File: config.mk
export PLATFORM = sky130hd
export DESIGN_NAME = subcpu_ctrl_reg
export DESIGN_NICKNAME = d
export VERILOG_FILES = /design/src/rtl/subctl_pkg.sv /design/src/rtl/subctl_run_unit.sv /design/src/rtl/subctl_irq_unit.sv /design/src/rtl/subcpu_ctrl_reg.sv
export SDC_FILE = /design/constraint.sdc
export NUM_CORES = 1
export LEC_CHECK = 0
export CAP_MARGIN = 20
export CORE_AREA = 2 2 39 41
export CTS_CLUSTER_DIAMETER = 150
export DETAILED_ROUTE_END_ITERATION = 10
export DIE_AREA = 0 0 41 43
export DONT_BUFFER_PORTS = 1
export HOLD_SLACK_MARGIN = 0.15
export SLEW_MARGIN = 20
export SYNTH_ARGS = -nofsm -noshare
export SYNTH_HDL_FRONTEND = slang
export SYNTH_SLANG_ARGS = --single-unit
File: constraint.sdc
create_clock -name clk -period 2.26 [get_ports clk]
set_input_delay 0.565 -clock clk [delete_from_list [all_inputs] [get_ports clk]]
set_output_delay 0.565 -clock clk [all_outputs]
set_load 0.005 [all_outputs]
File: src/rtl/subctl_pkg.sv
package subctl_pkg;
  localparam int BYTE_W   = 8;
  localparam int WORD_W   = 2 * BYTE_W;
  localparam int BE_W     = WORD_W / BYTE_W;
  localparam int RUN_BIT  = 0;
  localparam int BREQ_BIT = 1;
  localparam int REQ_BIT  = 0;
  localparam int IRQ_LINE = 2;
  localparam int LVL_W    = 3;

  // halt level implied by a written control byte
  function automatic logic halt_for(input logic [BYTE_W-1:0] b);
    return b[RUN_BIT] ? b[BREQ_BIT] : 1'b1;
  endfunction

  // priority level from pending vector and mask
  function automatic logic [LVL_W-1:0] level_for(input logic [BYTE_W-1:0] pend,
                                                 input logic [BYTE_W-1:0] mask);
    logic [BYTE_W-1:0] m;
    m = (pend & mask) >> 1;
    return m[LVL_W-1:0];
  endfunction
endpackage

File: src/rtl/subctl_run_unit.sv
module subctl_run_unit
  import subctl_pkg::*;
(
  input  logic              clk,
  input  logic              rst_n,
  input  logic              lo_wr,
  input  logic [BYTE_W-1:0] lo_data,
  output logic [BYTE_W-1:0] ctrl_q,
  output logic              halt_q,
  output logic              pulse_q,
  output logic              run_rise
);
  assign run_rise = lo_wr && lo_data[RUN_BIT] && !ctrl_q[RUN_BIT];

  always_ff @(posedge clk or negedge rst_n) begin
    if (!rst_n) begin
      ctrl_q  <= '0;
      halt_q  <= 1'b1;
      pulse_q <= 1'b0;
    end else begin
      pulse_q <= run_rise;
      if (lo_wr) begin
        ctrl_q <= lo_data;
        halt_q <= halt_for(lo_data);
      end
    end
  end
endmodule

File: src/rtl/subctl_irq_unit.sv
module subctl_irq_unit
  import subctl_pkg::*;
(
  input  logic              clk,
  input  logic              rst_n,
  input  logic              req_wr,
  input  logic [BYTE_W-1:0] mask,
  input  logic              ack,
  output logic              pend_q,
  output logic [LVL_W-1:0]  level,
  output logic              accept
);
  logic [BYTE_W-1:0] pend_vec;

  assign accept = req_wr && mask[IRQ_LINE];

  always_comb begin
    pend_vec           = '0;
    pend_vec[IRQ_LINE] = pend_q;
  end

  assign level = level_for(pend_vec, mask);

  always_ff @(posedge clk or negedge rst_n) begin
    if (!rst_n)       pend_q <= 1'b0;
    else if (accept)  pend_q <= 1'b1;
    else if (ack)     pend_q <= 1'b0;
  end
endmodule

File: src/rtl/subcpu_ctrl_reg.sv
module subcpu_ctrl_reg
  import subctl_pkg::*;
(
  input  logic              clk,
  input  logic              rst_n,
  input  logic              wr_en,
  input  logic [BE_W-1:0]   wr_be,
  input  logic [WORD_W-1:0] wr_data,
  input  logic [BYTE_W-1:0] irq_mask,
  input  logic              irq_ack,
  output logic [BYTE_W-1:0] ctrl_byte,
  output logic              sub_rst_pulse,
  output logic              sub_halt,
  output logic              irq_pending,
  output logic [LVL_W-1:0]  irq_level
);
  logic [BYTE_W-1:0] lane [BE_W];
  logic [BE_W-1:0]   lane_wr;
  logic              run_rise;
  logic              req_accept;

  for (genvar i = 0; i < BE_W; i++) begin : g_lane
    assign lane[i]    = wr_data[i*BYTE_W +: BYTE_W];
    assign lane_wr[i] = wr_en && wr_be[i];
  end

  subctl_run_unit u_run (
    .clk(clk), .rst_n(rst_n),
    .lo_wr(lane_wr[0]), .lo_data(lane[0]),
    .ctrl_q(ctrl_byte), .halt_q(sub_halt), .pulse_q(sub_rst_pulse),
    .run_rise(run_rise)
  );

  subctl_irq_unit u_irq (
    .clk(clk), .rst_n(rst_n),
    .req_wr(lane_wr[1] && lane[1][REQ_BIT]),
    .mask(irq_mask), .ack(irq_ack),
    .pend_q(irq_pending), .level(irq_level),
    .accept(req_accept)
  );
endmodule

Yosys cells after proc, flatten, opt, wreduce, memory -nomap -nowiden

Index checks and enable logic that the tools add are counted.

Word-level logic and storage cells: 16
Output and inout bits: 14
Input port bits: 30
Register bits after elaboration: 11

Multiplexer cells: 3
Bitwise operators: 1
Reduce and logical (&&, ||, !) cells: 8

Operators with widths:

| cell                       | count |
|---|---|
| logical AND 1 bit          | 6 |
| bitwise AND 3 x 4 -> 4 bit | 1 |
| 2-to-1 mux 1 bit           | 3 |
| nonzero test 2 bit         | 1 |
| zero test 1 bit            | 1 |

Logic depth before layout (Yosys ltp)

Word-level depth: 4
Depth in mapped cells: 2
Mapped depth without buffers: 2

Hierarchy

From an unflattened synthesis, not the netlist that was laid out.

Cells, all modules: 33
Area, all modules: 485.5 µm²

By module, submodules not included:

| module          | seq. area each (µm²) | instances | area each (µm²) | cells an instance |
|---|---|---|---|---|
| subctl_run_unit | 251.5                | 1         | 401.6           | 23 |
| subctl_irq_unit | 25.0                 | 1         | 71.3            | 8 |
| subcpu_ctrl_reg | 0.0                  | 1         | 12.5            | 2 |

Worst setup path after synthesis

Ideal clock, no wire load.

Path kind: in2out
Start point: input port irq_mask[2]
End point: output port irq_level[1]
Cell stages on the path: 1
Path buffers: 0
Arrival: 0.708 ns
Slack: 0.987 ns
Data required time: 1.695 ns
Path through: and2_1

Longest elaborated chain between the ends: 1

RTL lines:

| what                       | line                  | RTL |
|---|---|---|
| start, declared            | subcpu_ctrl_reg.sv:9  | `input logic [BYTE_W-1:0] irq_mask,` |
| bitwise AND 3 x 4 -> 4 bit | subctl_pkg.sv:20      | `m = (pend & mask) >> 1;` |
| end, declared              | subcpu_ctrl_reg.sv:15 | `output logic [LVL_W-1:0] irq_level` |

Every way passes these cells.

Worst setup path in the final report

Start point: register u_irq.pend_q
End point: output port irq_level[1]

Longest elaborated chain between the ends: 1

RTL lines:

| what                       | line                  | RTL |
|---|---|---|
| start, declared            | subctl_irq_unit.sv:9  | `output logic pend_q,` |
| start signal, assigned     | subctl_irq_unit.sv:25 | `if (!rst_n) pend_q <= 1'b0;` |
| start signal, assigned     | subctl_irq_unit.sv:26 | `else if (accept) pend_q <= 1'b1;` |
| start signal, assigned     | subctl_irq_unit.sv:27 | `else if (ack) pend_q <= 1'b0;` |
| bitwise AND 3 x 4 -> 4 bit | subctl_pkg.sv:20      |  |

Every way passes these cells.

==> impl_metrics.ini <==
[placement]
place_area_um2 = 452
routabilityCongestion = 0.521
port_buffers = 0
dp_cells = 46

[worst_setup_path]
worst-path-buf-inv = 0
path_max_fanout = 3
cp_top_family = flip-flops
critical_path_class = flop to output pin
crit_required_ns = 1.69
slowest_stage = dfrtp_1
path_cells = and2_1
crit_arrival_ns = 0.82
crit_path_start_kind = flop
crit_path_end_kind = output pin
max_stage_delay_ns = 0.40

[sta]
finalSetupTns_ns = 0
fin_crit_ns = 1.38
hold_viol = 0
post-route-period-util_pct = 61.2
clock.fmax_mhz = 722
finalSetupViolations = 0
rsz0062_at_grt = no
skew_ns = 0.00283
drv_slew = 0

[layout]
final_cells = 51
final_common_cell = dfrtp_1
area_delta_synth_final_pct = 10.2
drive_gt1_share_pct = 37.1
antenna_cells = 0
final_cell_mix = 10 x dfrtp_1, 8 x mux2_2, 3 x clkbuf_4
final_cell_area_um2 = 488
nNetsFinal = 66

[cts]
clk_path_buf_depth = 2
post_cts_resized = 0
cts_setup_buffers = 0
cts_buffers = 3
h-tree-depth = 1
holdBufCountCts = 1
cts_tree = yes
clock_sinks = 11
cts.root.buffer_cell = clkbuf_4
clk_latency_ns = 0.26
clk_pin_slew_worst_paths_ns = 0.07

[synth]
synth_compound_area_share_pct = 4.24
ys_ff_latch = 11
syn_area_um2 = 443
yosys-mux-area-fraction_pct = 20.3
ys_warn_count = 0
synth_top_family_by_area = multiplexers
synth_xor_area_share_pct = 0
synth-adder-area-share_pct = 0
yosys.cell_types.count = 13
synthCells = 31
avgSynthCellArea_um2 = 14.3
ys_seq_area_share_pct = 62.4
synth-simple-area-share_pct = 7.06

[floorplan]
fp.dieW_um = 41
dieArea_um2 = 1760
boundaryPins = 44
initial_utilization_pct = 32.0
core_um2 = 1380
floorplan.die.height_um = 43
fp-row-count = 14

[power_and_ir_drop]
ir_drop_v = 0.000389
leakage_nw = 0.214
fin_total_pwr_uw = 407
powerDensity_nw_per_um2 = 835

[drt]
ant_nets = 0
num_vias = 264
wl_um = 813
via_per_inst = 5.18
drt_iter0_drc = 0
wl_per_cell_um = 15.9
drc = 0
firstDrtPassIters = 1

[grt]
first_global_vias = 326
grtUsageTotal_pct = 10.7
overflow = 0
grt_pass1_wl_mm = 1.23
grt_start_max_net_pins = 12
antenna_found_initial = 0

[run]
cap_violations = 0

[outcome]
status = finished clean

[min_path]
hold_path.class = input pin to flop
==> cells by family (layout without fill, tap and decap cells) <==
kind of cell / after synthesis / in the layout
muxes: 8 / 8
other: 1 / 2
and+or+nand+nor: 4 / 4
AOI/OAI and AO/OA: 3 / 3
DFF: 11 / 11
buffers and inverters: 4 / 7
==> path summary, 6_finish.rpt <==
kind | startpoint | end | slack [ns] | depth (start not counted)
worst max register to register | u_run.halt_q | u_run.halt_q | 1.41 | 2
max in group asynchronous | rst_n | u_run.halt_q | 1.21 | 1
min in group asynchronous | rst_n | u_run.ctrl_q[0] | 0.70 | 1
worst min-delay path | wr_be[0] | u_run.halt_q | 0.40 | 1
worst max-delay path | u_irq.pend_q | irq_level[1] | 0.88 | 1
worst min register to register | u_run.ctrl_q[0] | u_run.pulse_q | 0.50 | 1
==> area by class of cell <==
| class | instances | area [µm²] |
|---|---|---|
| fillers | 136 | 896 |
| repair buffers | 1 | 10.0 |
| flip-flops and latches | 11 | 277 |
| inverters | 2 | 7.51 |
| clock buffers | 4 | 26.3 |
| multi-input cells | 17 | 148 |
| well taps | 16 | 20.0 |
==> cell usage after synthesis (all sizes together) <==
master | n | area share, %
a21oi | 1 | 1.1
a41oi | 1 | 2.0
and2 | 1 | 1.4
buf | 2 | 3.4
conb | 1 | 0.85
dfrtp | 10 | 56
dfstp | 1 | 5.9
inv | 2 | 1.7
mux2 | 8 | 20
nand2 | 1 | 2.5
nand4 | 1 | 1.4
nor3b | 1 | 1.7
o21ai | 1 | 1.1
==> flip-flops by register name, indices dropped and copies added (netlist names) <==
name / count
u_irq.pend_q: 1
u_run.halt_q: 1
u_run.ctrl_q: 8
u_run.pulse_q: 1
==> power breakdown <==
part	internal [mW]	switching, mW	total [mW]
Sequential	0.223	0.0190	0.243
Combinational	0.0220	0.0147	0.0367
Clock	0.0681	0.0601	0.128
==> routing by layer <==
metal / track usage, % / part of all wire, % / up-vias
li1: - / - / 114
met4: 6.00 / 0 / 0
met5: 0 / 0 / -
met1: 8.00 / 32 / 129
met2: 20.3 / 55 / 21
met3: 3.66 / 12 / 0
==> per-stage QoR <==
step                util (%)  hold slack (ns)  setup WS (ns)
global route            35.3            0.385          0.821
CTS                     35.3            0.392          0.859
finish                  35.3            0.396          0.876
detailed placement      32.6            0.270          0.984
floorplan                  -            0.269          0.987
global placement        32.6            0.270          0.979
Note: power is estimated with default switching activity, not from simulation.
